**config.mk**
```make
export PLATFORM = sky130hd
export DESIGN_NAME = cc_port_ctrl
export DESIGN_NICKNAME = d
export VERILOG_FILES = /design/src/rtl/cc_pkg.sv /design/src/rtl/cc_ms_timer.sv /design/src/rtl/cc_drp_toggle.sv /design/src/rtl/cc_status_out.sv /design/src/rtl/cc_port_ctrl.sv
export SDC_FILE = /design/constraint.sdc
export NUM_CORES = 1
export LEC_CHECK = 0
export ABC_AREA = 1
export BUFFER_PORTS_ARGS = -buffer_cell sky130_fd_sc_hd__buf_2
export CAP_MARGIN = 20
export CELL_PAD_IN_SITES_DETAIL_PLACEMENT = 2
export CELL_PAD_IN_SITES_GLOBAL_PLACEMENT = 2
export CORE_ASPECT_RATIO = 0.5
export CORE_MARGIN = 4
export CORE_UTILIZATION = 35
export DETAILED_ROUTE_END_ITERATION = 8
export PLACE_DENSITY = 0.88
export SLEW_MARGIN = 10
export SYNTH_ARGS = -nofsm -noshare
export SYNTH_HDL_FRONTEND = slang
export SYNTH_SLANG_ARGS = --single-unit
export TNS_END_PERCENT = 20
```
**constraint.sdc**
```tcl
create_clock -name clk -period 6.1 [get_ports clk]
set_clock_uncertainty 0.2 [all_clocks]
set_input_delay 0.61 -clock clk [delete_from_list [all_inputs] [get_ports clk]]
set_output_delay 0.61 -clock clk [all_outputs]
set_load 0.02 [all_outputs]
```
**src/rtl/cc_pkg.sv**
```systemverilog
// Shared types and encodings for the Type-C CC attach controller.
// Assumes the comparator classes are already synchronised to clk.
package cc_pkg;

    typedef enum logic [1:0] {
        PULL_NONE = 2'b00,
        PULL_DOWN = 2'b01,
        PULL_UP   = 2'b10
    } pull_e;

    typedef enum logic [2:0] {
        ST_DIS,
        ST_UNATT,
        ST_WAIT_SRC,
        ST_WAIT_SNK,
        ST_ATT_SRC,
        ST_ATT_SNK,
        ST_ATT_AUD
    } state_e;

    // Class codes seen while presenting pull-up
    localparam logic [1:0] CLS_OPEN = 2'b00;
    localparam logic [1:0] CLS_RD   = 2'b01;
    localparam logic [1:0] CLS_RA   = 2'b10;
    // Class codes seen while presenting pull-down
    localparam logic [1:0] CLS_MED  = 2'b10;
    localparam logic [1:0] CLS_HIGH = 2'b11;

    localparam logic [1:0] MODE_SNK = 2'b00;
    localparam logic [1:0] MODE_SRC = 2'b01;

    function automatic int imax(input int a, input int b);
        return (a > b) ? a : b;
    endfunction

endpackage

```
**src/rtl/cc_ms_timer.sv**
```systemverilog
// Millisecond timer: counts ms ticks from a clear and saturates at its limit.
// Assumes tick is a single-cycle strobe; done is high once limit ticks are seen.
module cc_ms_timer #(
    parameter int W = 8
) (
    input  logic         clk,
    input  logic         rst_n,
    input  logic         clr,
    input  logic         tick,
    input  logic [W-1:0] limit,
    output logic         done
);
    logic [W-1:0] cnt_q;

    assign done = (cnt_q >= limit);

    // Count ticks, restart on clear, hold once the limit is reached
    always_ff @(posedge clk) begin
        if (!rst_n)           cnt_q <= '0;
        else if (clr)         cnt_q <= '0;
        else if (tick && !done) cnt_q <= cnt_q + 1'b1;
    end
endmodule

```
**src/rtl/cc_drp_toggle.sv**
```systemverilog
// Dual-role period generator: marks the source-advertising share of each period.
// Assumes run is only high while the port is unattached in dual-role mode.
module cc_drp_toggle #(
    parameter int PERIOD_MS = 75,
    parameter int DUTY_PCT0 = 30,
    parameter int DUTY_PCT1 = 40,
    parameter int DUTY_PCT2 = 50,
    parameter int DUTY_PCT3 = 60
) (
    input  logic       clk,
    input  logic       rst_n,
    input  logic       clr,
    input  logic       run,
    input  logic       tick,
    input  logic [1:0] duty_sel,
    output logic       src_phase
);
    localparam int W        = $clog2(PERIOD_MS + 1);
    localparam int SRC_LIM0 = PERIOD_MS * DUTY_PCT0 / 100;
    localparam int SRC_LIM1 = PERIOD_MS * DUTY_PCT1 / 100;
    localparam int SRC_LIM2 = PERIOD_MS * DUTY_PCT2 / 100;
    localparam int SRC_LIM3 = PERIOD_MS * DUTY_PCT3 / 100;

    logic [W-1:0] ph_q;
    logic [W-1:0] src_lim;

    // Select the source share for the programmed duty
    always_comb begin
        case (duty_sel)
            2'b00:   src_lim = W'(SRC_LIM0);
            2'b01:   src_lim = W'(SRC_LIM1);
            2'b10:   src_lim = W'(SRC_LIM2);
            default: src_lim = W'(SRC_LIM3);
        endcase
    end

    assign src_phase = (ph_q < src_lim);

    // Advance the phase counter each ms while toggling, wrapping at the period
    always_ff @(posedge clk) begin
        if (!rst_n || clr)  ph_q <= '0;
        else if (run && tick)
            ph_q <= (ph_q == W'(PERIOD_MS - 1)) ? '0 : ph_q + 1'b1;
    end
endmodule

```
**src/rtl/cc_status_out.sv**
```systemverilog
// Output decoder: turns attach state into the active-low flags and change pulse.
// Assumes state, orientation and captured pattern are registered upstream.
module cc_status_out
    import cc_pkg::*;
(
    input  logic       clk,
    input  logic       rst_n,
    input  state_e     st,
    input  logic       orient_q,
    input  logic [3:0] cc_q,
    input  logic [3:0] cc_now,
    output logic       orient,
    output logic       src_att_n,
    output logic       cur_med_n,
    output logic       cur_high_n,
    output logic       audio_n,
    output logic [1:0] vconn_en,
    output logic       chg_pulse
);
    logic       is_src, is_snk, is_aud;
    logic [1:0] act_cls;
    logic [1:0] cur;
    logic [1:0] kind;
    logic [4:0] status, status_q;

    assign is_src = (st == ST_ATT_SRC);
    assign is_snk = (st == ST_ATT_SNK);
    assign is_aud = (st == ST_ATT_AUD);

    // Decode the current level from the live class of the active pin
    always_comb begin
        act_cls = orient_q ? cc_now[3:2] : cc_now[1:0];
        if (!is_snk)                cur = 2'd0;
        else if (act_cls == CLS_HIGH) cur = 2'd2;
        else if (act_cls == CLS_MED)  cur = 2'd1;
        else                          cur = 2'd0;
    end

    assign orient     = (is_src || is_snk) ? orient_q : 1'b0;
    assign src_att_n  = !is_src;
    assign cur_med_n  = !(cur != 2'd0);
    assign cur_high_n = !(cur == 2'd2);
    assign audio_n    = !is_aud;
    assign vconn_en[0] = is_src &&  orient_q && (cc_q[1:0] == CLS_RA);
    assign vconn_en[1] = is_src && !orient_q && (cc_q[3:2] == CLS_RA);

    // Build the reported status vector
    always_comb begin
        kind   = is_src ? 2'd1 : is_snk ? 2'd2 : is_aud ? 2'd3 : 2'd0;
        status = {kind, orient, cur};
    end

    // Remember last cycle's status for change detection
    always_ff @(posedge clk) begin
        if (!rst_n) status_q <= '0;
        else        status_q <= status;
    end

    assign chg_pulse = (st != ST_DIS) && (status != status_q);
endmodule

```
**src/rtl/cc_port_ctrl.sv**
```systemverilog
// Type-C CC attach controller top: role select, debounce, attach/detach FSM.
// Assumes all inputs are synchronous to clk and ms_tick pulses once per ms.
module cc_port_ctrl
    import cc_pkg::*;
#(
    parameter int DB_MS0    = 168,
    parameter int DB_MS1    = 134,
    parameter int DB_MS2    = 118,
    parameter int DB_MS3    = 100,
    parameter int VBUS_MS   = 2,
    parameter int PERIOD_MS = 75
) (
    input  logic       clk,
    input  logic       rst_n,
    input  logic       en_n,
    input  logic [1:0] mode_sel,
    input  logic [1:0] db_sel,
    input  logic [1:0] duty_sel,
    input  logic       ms_tick,
    input  logic [1:0] cc1_cls,
    input  logic [1:0] cc2_cls,
    input  logic       vbus_present,
    output logic       orient,
    output logic       src_att_n,
    output logic       cur_med_n,
    output logic       cur_high_n,
    output logic       audio_n,
    output logic [1:0] cc_pull,
    output logic [1:0] vconn_en,
    output logic       chg_pulse
);
    localparam int DB_W = $clog2(imax(imax(DB_MS0, DB_MS1), imax(DB_MS2, DB_MS3)) + 1);
    localparam int VB_W = $clog2(VBUS_MS + 1);

    state_e     st_q, st_nx;
    logic [3:0] cc_q, cc_nx, cc_now;
    logic       orient_q, orient_nx;
    logic       src_cand, snk_cand, adv_src, src_phase;
    logic       db_done, db_clr, db_base_clr, vb_done;
    logic [DB_W-1:0] db_limit;
    pull_e      pull;

    assign cc_now = {cc2_cls, cc1_cls};

    // Classify the live CC pattern as a candidate for either role
    always_comb begin
        src_cand = ((cc1_cls == CLS_RD) ^ (cc2_cls == CLS_RD)) ||
                   ((cc1_cls == CLS_RA) && (cc2_cls == CLS_RA));
        snk_cand = (cc1_cls != CLS_OPEN) ^ (cc2_cls != CLS_OPEN);
        adv_src  = (mode_sel == MODE_SRC) || (mode_sel[1] && src_phase);
    end

    // Pick the debounce length
    always_comb begin
        case (db_sel)
            2'b00:   db_limit = DB_W'(DB_MS0);
            2'b01:   db_limit = DB_W'(DB_MS1);
            2'b10:   db_limit = DB_W'(DB_MS2);
            default: db_limit = DB_W'(DB_MS3);
        endcase
    end

    // Next-state and capture logic of the attach FSM
    always_comb begin
        st_nx     = st_q;
        cc_nx     = cc_q;
        orient_nx = orient_q;
        case (st_q)
            ST_DIS: st_nx = ST_UNATT;
            ST_UNATT: begin
                if (adv_src && src_cand) begin
                    st_nx = ST_WAIT_SRC;
                    cc_nx = cc_now;
                end else if (!adv_src && snk_cand) begin
                    st_nx = ST_WAIT_SNK;
                    cc_nx = cc_now;
                end
            end
            ST_WAIT_SRC: begin
                if (cc_now != cc_q) begin
                    if (src_cand) cc_nx = cc_now;
                    else          st_nx = ST_UNATT;
                end else if (db_done) begin
                    orient_nx = (cc2_cls == CLS_RD);
                    st_nx = ((cc1_cls == CLS_RA) && (cc2_cls == CLS_RA)) ?
                            ST_ATT_AUD : ST_ATT_SRC;
                end
            end
            ST_WAIT_SNK: begin
                if (cc_now != cc_q) begin
                    if (snk_cand) cc_nx = cc_now;
                    else          st_nx = ST_UNATT;
                end else if (db_done && vb_done) begin
                    orient_nx = (cc2_cls != CLS_OPEN);
                    st_nx     = ST_ATT_SNK;
                end
            end
            ST_ATT_SNK: if (!vbus_present) st_nx = ST_UNATT;
            ST_ATT_SRC, ST_ATT_AUD: if (db_done) st_nx = ST_UNATT;
            default: st_nx = ST_DIS;
        endcase
        if (en_n) st_nx = ST_DIS;
    end

    // Decide when the shared debounce timer must restart
    always_comb begin
        case (st_q)
            ST_WAIT_SRC, ST_WAIT_SNK: db_base_clr = (cc_now != cc_q);
            ST_ATT_SRC: db_base_clr = ((orient_q ? cc2_cls : cc1_cls) == CLS_RD);
            ST_ATT_AUD: db_base_clr = (cc1_cls == CLS_RA) && (cc2_cls == CLS_RA);
            default:    db_base_clr = 1'b1;
        endcase
        db_clr = db_base_clr || (st_nx != st_q);
    end

    // Termination select from state and dual-role phase
    always_comb begin
        case (st_q)
            ST_DIS:                              pull = PULL_NONE;
            ST_UNATT:                            pull = adv_src ? PULL_UP : PULL_DOWN;
            ST_WAIT_SRC, ST_ATT_SRC, ST_ATT_AUD: pull = PULL_UP;
            default:                             pull = PULL_DOWN;
        endcase
    end
    assign cc_pull = pull;

    // State, captured pattern and orientation registers
    always_ff @(posedge clk) begin
        if (!rst_n) begin
            st_q     <= ST_DIS;
            cc_q     <= '0;
            orient_q <= 1'b0;
        end else begin
            st_q     <= st_nx;
            cc_q     <= (st_nx == ST_DIS) ? 4'h0 : cc_nx;
            orient_q <= (st_nx == ST_DIS) ? 1'b0 : orient_nx;
        end
    end

    cc_ms_timer #(.W(DB_W)) i_db_timer (
        .clk   (clk),
        .rst_n (rst_n),
        .clr   (db_clr),
        .tick  (ms_tick),
        .limit (db_limit),
        .done  (db_done)
    );

    cc_ms_timer #(.W(VB_W)) i_vbus_timer (
        .clk   (clk),
        .rst_n (rst_n),
        .clr   (!vbus_present || (st_q == ST_DIS)),
        .tick  (ms_tick),
        .limit (VB_W'(VBUS_MS)),
        .done  (vb_done)
    );

    cc_drp_toggle #(.PERIOD_MS(PERIOD_MS)) i_drp (
        .clk       (clk),
        .rst_n     (rst_n),
        .clr       (st_q == ST_DIS),
        .run       ((st_q == ST_UNATT) && mode_sel[1]),
        .tick      (ms_tick),
        .duty_sel  (duty_sel),
        .src_phase (src_phase)
    );

    cc_status_out i_out (
        .clk        (clk),
        .rst_n      (rst_n),
        .st         (st_q),
        .orient_q   (orient_q),
        .cc_q       (cc_q),
        .cc_now     (cc_now),
        .orient     (orient),
        .src_att_n  (src_att_n),
        .cur_med_n  (cur_med_n),
        .cur_high_n (cur_high_n),
        .audio_n    (audio_n),
        .vconn_en   (vconn_en),
        .chg_pulse  (chg_pulse)
    );
endmodule

```
# Yosys cells after proc, flatten, opt, wreduce, memory -nomap -nowiden
# Cells that the tools add are included.
[totals]
wordCells = 137
output_inout_bits = 10
reg_bits = 30
[op_classes]
n_mux = 39
n_eq_ne = 34
magnitude_cmp = 3
add_sub_neg = 3
reduce_logical = 48
bitwise_logic = 3
[op_table]
columns = ["op", "count"]
rows = [
  ["3-bit two-way mux", 11],
  ["4-bit two-way mux", 6],
  ["8-bit case mux with 3 select lines", 1],
  ["2-bit == test, second input constant", 9],
  ["3-bit case mux with 6 select lines", 1],
  ["6-bit case mux with 3 select lines", 1],
  ["2-bit two-way mux", 8],
  ["2-bit != test, second input constant", 8],
  ["1-bit logical AND", 14],
  ["2-bit by 1-bit == test with 1-bit output, second input constant", 6],
  ["4-bit case mux with 3 select lines", 1],
  ["1-bit zero test", 10],
  ["2-bit OR reduction", 5],
  ["3-bit == test, second input constant", 3],
  ["8-bit by 1-bit adder with 8-bit output, second input constant", 1],
  ["8-bit >= comparator", 1],
  ["2-bit nonzero test", 4],
  ["7-bit by 1-bit adder with 7-bit output, second input constant", 1],
  ["7-bit == test, second input constant", 1],
  ["7-bit by 6-bit less-than comparator with 1-bit output", 1],
  ["7-bit two-way mux", 1],
  ["3-bit by 2-bit == test with 1-bit output, second input constant", 2],
  ["3-bit zero test", 2],
  ["1-bit logical OR", 6],
  ["other kinds (18)", 26],
]

# Longest topological paths before layout
# Gate-level depths: netlist of run 1.
[logic_depth]
ltp_word = 14
depth_mapped = 19
depth_no_buf = 19

# By module
# From an unflattened synthesis of run 1, not the netlist that was laid out.
[unflattened]
hier_cells = 480
area_unflattened_um2 = 2882.8
[by_module_without_submodules]
columns = ["module", "area_per_inst_um2", "cells_per_inst", "n_inst"]
rows = [
  ["cc_port_ctrl", 1021.0, 173, 1],
  ["cc_ms_timer (i_db_timer)", 769.5, 125, 1],
  ["cc_drp_toggle", 513.0, 80, 1],
  ["cc_status_out", 407.9, 74, 1],
  ["cc_ms_timer (i_vbus_timer)", 171.4, 28, 1],
]

# Worst setup path after synthesis of run 1
# No wires, ideal clock.
[synth_path]
path_kind = "input -> output"
from = "input port duty_sel[1]"
to = "output port cc_pull[1]"
setup_slack_ps = 3398
arrival_time_ps = 1892
required_time_ps = 5290
stages = 9
path_buffers = 1
cell_sequence = "clkbuf_1 ha_1 nand2_1 nor2_1 nand2_1 nand2_1 nand2_1 a21oi_1 nor2_1"
[synth_between]
elab_chain_cells = 7
word_cells_on_any_way = 9
cone_classes = "order compare (1); eq/ne (2); mux (3); reduce/logical (3)"
[synth_rtl]
columns = ["element", "line", "source"]
rows = [
  ["start, declared", "cc_port_ctrl.sv:18", "input logic [1:0] duty_sel,"],
  ["2-bit == test (tied with other cells)", "cc_drp_toggle.sv:29", "case (duty_sel)"],
  ["6-bit case mux with 3 select lines (*)", "cc_drp_toggle.sv:29", ""],
  ["7-bit by 6-bit less-than comparator with 1-bit output (*)", "cc_drp_toggle.sv:37", "assign src_phase = (ph_q < src_lim);"],
  ["1-bit logical AND (*)", "cc_port_ctrl.sv:50", "adv_src = (mode_sel == MODE_SRC) || (mode_sel[1] && src_phase);"],
  ["1-bit logical OR (*)", "cc_port_ctrl.sv:50", ""],
  ["2-bit two-way mux (*)", "cc_port_ctrl.sv:120", "ST_UNATT: pull = adv_src ? PULL_UP : PULL_DOWN;"],
  ["2-bit case mux with 3 select lines (*)", "cc_port_ctrl.sv:118", "case (st_q)"],
  ["end, declared", "cc_port_ctrl.sv:28", "output logic [1:0] cc_pull,"],
]
# Mark *: on every way between the ends. The rest lies on a longest branch, timed or not.

# Worst setup path after layout of run 1
[layout_path]
from = "register st_q[2]"
to = "output port chg_pulse"
[layout_between]
elab_chain_cells = 6
word_cells_on_any_way = 12
cone_classes = "eq/ne (4); mux (5); reduce/logical (3)"
[layout_rtl]
columns = ["element", "line", "source"]
rows = [
  ["start, declared", "cc_port_ctrl.sv:35", "state_e st_q, st_nx;"],
  ["start signal, assigned", "cc_port_ctrl.sv:134", "st_q <= st_nx;"],
  ["3-bit == test", "cc_status_out.sv:28", "assign is_aud = (st == ST_ATT_AUD);"],
  ["2-bit two-way mux (3 in a row)", "cc_status_out.sv:49", "kind = is_src ? 2'd1 : is_snk ? 2'd2 : is_aud ? 2'd3 : 2'd0;"],
  ["5-bit != test", "cc_status_out.sv:59", "assign chg_pulse = (st != ST_DIS) && (status != status_q);"],
  ["1-bit logical AND (*)", "cc_status_out.sv:59", ""],
  ["end, declared", "cc_port_ctrl.sv:30", "output logic chg_pulse"],
]
# Marks and branches as above.

==> reports/results.tsv, run 1 <==
metric	value	unit
Fin. Hold Viols	0	
GPL Wtd Cong	0.8386	
Clock Power Share	51.6	%
Power Density	201.1	mW/mm2
part of the power in combinational logic	11.9	%
worst skew pair latency	0.28	ns
Row Count	20	
final worst path period share	53.42	%
aggregate global routing overflow	0	
nets	426	
Core Area	0.006306	mm2
setup bufs post-CTS	0	
Mapped Nets	399	
Pint	0.4086	mW
Yosys cell types	40	
CTS buffer count	5	
Via density	5.035	
Yosys top cell by area	dfxtp_1	
first-pass GRT wire length	14380	um
PortBufs	24	
Global Route Usage Sum	21.72	%
CTS tree	done	
post-route ant nets	0	
die width	124.3	um
reg2reg end	i_db_timer.cnt_q[6]	
shortest period the worst path allows	3.258	ns
layout cell share with drive strength beyond 1	16.33	%
Core Util, Final	43.35	%
crit path capture type	primary output	
CP endpoint	chg_pulse	
post-route insts no fill	480	
R2R cell count	15	
first-pass detailed-route iteration total	4	
initial antenna violation count	0	
DR iter-0 viols	92	
per-cell routed wire length	17.64	um
CP max FO	10	
post-synth top area share	25.38	%
Starting Density	37.52	%
Setup TNS	0	ns
worst path arrival time	2.45	ns
drt drc	0	
clock root cell	clkbuf_16	
Final setup viols	0	
Max IR drop VDD	106.9	uV
sequential area share after synthesis	25.38	%
H-tree Lvls	2	
vias in the first global route	2793	
register share of total power	36.5	%
Via Count	2417	
largest net degree at the start of global routing	13	
Die ar.	0.008220	mm2
status	completed	
worst hold path type	reg2reg	
CTS-repair resized insts	0	
clk buf depth	2	
n_diodes	0	
DIE HEIGHT	66.14	um
register bit count reported by yosys	30	
reg2reg setup slack	3.53	ns
I/O pins	25	
drt total wl	8465	um
CTS clock-pin slew for the worst setup and hold paths	0.05	ns
Crit Path Class	reg2out	
Post-synth ARST share	0	%
clock sink total	30	
Critical Path Source Type	flop	
fmax	306.9	MHz
most common cell after layout, fill and taps aside	nand2_1	
RSZ-0062 raised after global routing	no	
synth top area cells	dfxtp_1 25%, nand2_1 15%, ha_1 11%, inv_1 9.5%, nor2_1 6.2%	
Slew Limit Fails	0	
worst reg2reg startpoint	i_db_timer.cnt_q[1]	
Worst Tran Pin Value	0.5476	ns
Sw Ratio	25.69	%
CP Launch Point	st_q[2]	
Layout area overhead	15.55	%
ys flop type	dfxtp_1	
max_cap viols	0	
Hold Worst Slack	0.3006	ns
Worst EP required	5.29	ns
P_leak	1.309	nW
CTS hold repair buffers	0	
Max-slew headroom	63.33	%
EDFF count, synth	0	
Post-Syn Area per Cell	6.500	um2
Fill cells	790	
cell area after synthesis	0.002366	mm2
placed cells	472	
NetSw	0.1412	mW
Cells after Synth	364	
most frequent cells in the layout	95 x nand2_1, 60 x inv_1, 39 x nor2_1	
total power	0.5498	mW
Synthesis Warnings	0	
DP Wirelength	6378	um
cell usage after synthesis, drive strengths merged, types with 3 or more instances:
cell type  instances
a21oi             20
buf                3
dfxtp             30
ha                20
inv               66
nand2            100
nand3             25
nand4              7
nor2              47
nor3               9
nor4               3
o21ai             10
xor2              11
worst min-delay path by stage:
stage	start	to	slack, ns	cells after the start
6_report	cc_q[1]	cc_q[1]	0.30	2
5_1_grt	cc_q[1]	cc_q[1]	0.32	2
4_1_cts	cc_q[1]	cc_q[1]	0.31	2
3_5_place_dp	cc_q[3]	cc_q[3]	0.29	2
3_3_place_gp	cc_q[1]	cc_q[1]	0.27	2
2_1_floorplan	cc_q[1]	cc_q[1]	0.26	2
routing by layer:
layer	track usage (%)	share of wire, %	wire length [um]	up-vias
li1	-	-	-	1200
met1	25.46	47	3952	1201
met2	43.28	51	4358	12
met3	3.145	1.5	129	4
met4	3.279	0.28	24	0
met5	0	0	0	-
power by group through the flow:
stage / Sequential [mW] / Clock (mW) / Combinational, mW
after floorplan: 0.203 / 0 / 0.0427
after CTS: 0.200 / 0.290 / 0.0659
after global routing: 0.201 / 0.303 / 0.0737
after global placement: 0.205 / 0 / 0.0583
after detailed placement: 0.205 / 0 / 0.0632
final: 0.201 / 0.284 / 0.0656
state kept, by name, summed over array words and instances, names as in the netlist:
signal	count
st_q	3
i_drp.ph_q	7
cc_q	4
orient_q	1
i_db_timer.cnt_q	8
i_vbus_timer.cnt_q	2
i_out.status_q	5
cell families (layout without fill, tap and decap cells):
logic type	Yosys count	in the layout	synth area share, %
adders and majority gates	20	20	10.58
xor gates and xnor gates	13	13	4.812
DFF	30	30	25.38
muxes	1	1	0.4231
AOI/OAI and AO/OA	34	34	8.356
buffers and inverters	71	99	11.90
and+or+nand+nor	195	195	38.55
critical path: stages (launching register included):
cell	delay, ns
dfxtp_1	0.61
nand2_1	0.12
inv_1	0.14
nand2_1	0.17
nor2_1	0.22
nand2_1	0.15
xor2_1	0.18
nand3_1	0.09
o41ai_1	0.27
inv_1	0.06
buf_2	0.17
metrics by stage:
step                      setup slack, ns  cell area, um2
after CTS                           2.841            2734
final                               2.842            2734
after floorplan                     3.398            2366
after global routing                2.628            2734
after detailed placement            2.917            2569
after global placement              3.152            2569
layout make-up:
type / instances / area (um2) / area share [%]
multi-input combinational: 263 / 1484 / 54.28
tap: 88 / 110.1 / 4.027
inverter: 67 / 254.0 / 9.291
timing repair buffer: 24 / 120.1 / 4.394
clock buffer: 5 / 125.1 / 4.577
clock inverter: 3 / 40.04 / 1.465
sequential: 30 / 600.6 / 21.97
Power figures use the tool's default switching activity.
==> run 2, diff against run 1 <==
--- a/config.mk
+++ b/config.mk
@@ -5,16 +5,16 @@
 export SDC_FILE = /design/constraint.sdc
 export NUM_CORES = 1
 export LEC_CHECK = 0
-export ABC_AREA = 1
+export ABC_AREA = 0
 export BUFFER_PORTS_ARGS = -buffer_cell sky130_fd_sc_hd__buf_2
 export CAP_MARGIN = 20
 export CELL_PAD_IN_SITES_DETAIL_PLACEMENT = 2
 export CELL_PAD_IN_SITES_GLOBAL_PLACEMENT = 2
 export CORE_ASPECT_RATIO = 0.5
 export CORE_MARGIN = 4
-export CORE_UTILIZATION = 35
+export CORE_UTILIZATION = 32
 export DETAILED_ROUTE_END_ITERATION = 8
-export PLACE_DENSITY = 0.88
+export PLACE_DENSITY = 0.79
 export SLEW_MARGIN = 10
 export SYNTH_ARGS = -nofsm -noshare
 export SYNTH_HDL_FRONTEND = slang
==> constraint.sdc (replaced) <==
create_clock -name clk -period 2.73 [get_ports clk]
set_clock_uncertainty 0.2 [all_clocks]
set_input_delay 0.273 -clock clk [delete_from_list [all_inputs] [get_ports clk]]
set_output_delay 0.273 -clock clk [all_outputs]
set_load 0.02 [all_outputs]
==> reports/results.tsv, run 2 <==
metric	value	unit	change
status	completed		
CP Cell Sequence	ha_1 > and3_1 > nand3_1 > o221ai_2 > mux2i_1 > o21ai_2 > nor4_4 > buf_4 > nor4_1		
clk buf depth	2		unchanged
most frequent cell after synthesis	nor2_1		
post-synth top area share	27.30	%	+1.9 points
worst skew pair latency	0.28	ns	about the same
PortBufs	24		unchanged
drt drc	0		unchanged
Synthesis Warnings	0		unchanged
synth top area cells	dfxtp_1 27%, ha_1 11%, nor2_1 5.8%, nand3_1 4.1%, xnor2_1 4.0%		
Final setup viols	0		unchanged
Power Density	457.9	mW/mm2	+130%
post-route ant nets	0		unchanged
Starting Density	32.96	%	-4.6 points
most common cell after layout, fill and taps aside	nor2_1		
Global Route Usage Sum	19.35	%	-2.4 points
first-pass GRT wire length	12740	um	-11%
CTS clock-pin slew for the worst setup and hold paths	0.06	ns	about the same
aggregate global routing overflow	0		unchanged
Post-synth ARST share	0	%	unchanged
fmax	382.6	MHz	
sequential area share after synthesis	27.30	%	+1.9 points
Core Area	0.006674	mm2	+5.8%
DR iter-0 viols	72		-22%
first-pass detailed-route iteration total	4		unchanged
final worst path period share	95.74	%	
Setup WS pre-CTS	-0.1798	ns	-3.097 ns
EDFF count, synth	0		unchanged
max reg flops	8		unchanged
Post-Syn Area per Cell	8.208	um2	+26%
Via density	5.388		+7.0%
Crit Path Class	reg2reg		
Biggest register	i_db_timer.cnt_q		
crit path capture type	flop		
FF/Latch Area	600.6	um2	unchanged
Yosys cell types	50		+25%
most frequent cells after synthesis	34 x nor2_1, 30 x dfxtp_1, 23 x nand2_1		
shortest period the worst path allows	2.614	ns	
Max-slew headroom	65.72	%	+2.4 points
worst hold start	vbus_present		
register bit count reported by yosys	30		unchanged
DP Wirelength	5545	um	-13%
nets	341		-20%
Mapped Nets	303		-24%
Max IR drop VDD	223.0	uV	+110%
clock root cell	clkbuf_16		
per-cell routed wire length	19.62	um	+11%
critical path's top delay family	simple AND/OR/NAND/NOR gates		
Yosys top cell by area	dfxtp_1		
Fin. Hold Viols	0		unchanged
Die ar.	0.008345	mm2	+1.5%
vias in the first global route	2380		-15%
die width	125.3	um	+0.78%
most frequent cells in the layout	34 x nor2_1, 30 x dfxtp_1, 24 x buf_2		
Row Count	21		+5.0%
max_cap viols	0		unchanged
Fill cells	783		-0.89%
GPL Wtd Cong	0.8205		-2.2%
total power	1.246	mW	+130%
Worst EP required	2.69	ns	-2.60 ns
CP bufs+invs	1		-2
DIE HEIGHT	66.63	um	+0.73%
ys flop type	dfxtp_1		
final setup margin	0.1162	ns	-2.725 ns
layout cell share with drive strength beyond 1	22.80	%	+6.5 points
cell area after synthesis	0.002200	mm2	-7.0%
Multi-input gate area	0.001553	mm2	+4.6%
Regs by FF count	i_db_timer.cnt_q (8), i_drp.ph_q (7), i_out.status_q (5)		
CP Launch Point	i_drp.ph_q[4]		
Setup TNS	0	ns	unchanged
slowest cell on the critical path	mux2i_1		
clock sink total	30		unchanged
CP peak stage delay	0.44	ns	-0.17 ns
I/O pins	25		unchanged
Critical Path Source Type	flop		
drt total wl	7829	um	-7.5%
CP max FO	8		-2
CTS tree	done		
Worst Tran Pin Value	0.5103	ns	-0.03728 ns
Via Count	2150		-11%
Core Util, Final	40.76	%	-2.6 points
worst reg2reg startpoint	i_drp.ph_q[4]		
Layout area overhead	23.66	%	
worst hold path type	in2reg		
largest net degree at the start of global routing	18		+5
n_diodes	0		unchanged
initial antenna violation count	0		unchanged
CTS buffer count	5		unchanged
Slew Limit Fails	0		unchanged
Hold Worst Slack	0.05717	ns	-0.2434 ns
Cells after Synth	268		-26%
H-tree Lvls	2		unchanged
worst path arrival time	2.58	ns	+0.13 ns
P_leak	1.119	nW	-15%
[run 2: cell count changes in the layout (fill, tap and decap cells not counted), moves of 7 or more]
cell | before | now
buf_4 | 0 | 16
a21oi_1 | 17 | 8
inv_1 | 60 | 12
nand2b_1 | 0 | 8
mux2i_1 | 1 | 8
nand2_1 | 95 | 23
xnor2_1 | 2 | 10
[run 2: worst register-to-register path, cell delays in order (launching register included)]
cell and delay, ns:
dfxtp_1 0.32, ha_1 0.31, and3_1 0.17, nand3_1 0.10
o221ai_2 0.26, mux2i_1 0.44, o21ai_2 0.16, nor4_4 0.25
buf_4 0.22, nor4_1 0.08
[run 2: layout make-up]
class                           count  area share (%)
Multi-Input combinational cell    217           57.08
Sequential cell                    30           22.08
Timing Repair Buffer               40           8.832
Clock buffer                        6           4.738
Tap cell                           92           4.232
Inverter                           12           1.656
Clock inverter                      2           1.380
[run 2: final timing paths]
kind | endpoint | slack, ns | cells after the start
min reg2reg | cc_q[0] | 0.36 | 2
min | i_vbus_timer.cnt_q[1] | 0.06 | 3
max reg2reg | i_db_timer.cnt_q[1] | 0.12 | 9
max | i_db_timer.cnt_q[1] | 0.12 | 9
[run 2: per-stage QoR]
| step | cell area, um2 | cells |
|---|---|---|
| after floorplan | 2200 | 268 |
| after global placement | 2497 | 390 |
| after detailed placement | 2497 | 390 |
| after CTS | 2671 | 398 |
| after global routing | 2720 | 399 |
| final | 2720 | 399 |
[run 2: cell families (layout without fill, tap and decap cells)]
logic type	Yosys count	count (layout)	share of synthesized area [%]
AOI/OAI and AO/OA	33	33	10.52
xor gates and xnor gates	21	21	8.703
adders and majority gates	20	20	11.38
buffers and inverters	21	60	4.323
DFF	30	30	27.30
muxes	9	9	4.153
and+or+nand+nor	134	134	33.62
[run 2: where the power goes]
group | internal (mW) | switching [mW] | total, mW
clock network | 0.431 | 0.217 | 0.647
logic | 0.0581 | 0.0955 | 0.154
registers | 0.441 | 0.00325 | 0.445
total | 0.930 | 0.315 | 1.25
[run 2: routing by layer]
metal / up-vias / GRT usage, % / routed length [um]
met5: - / 0 / 0
met4: 0 / 5.405 / 134
met3: 12 / 3.523 / 211
met2: 40 / 37.17 / 4016
met1: 1084 / 22.41 / 3466
li1: 1014 / - / -
[run 2: timing repair]
action	4_1_cts	5_1_grt
setup buffers	0	1
endpoints found under the setup margin	6	10
resized for setup	2	10
gates cloned	0	0
pin swaps	0	2
hold buffers	0	0
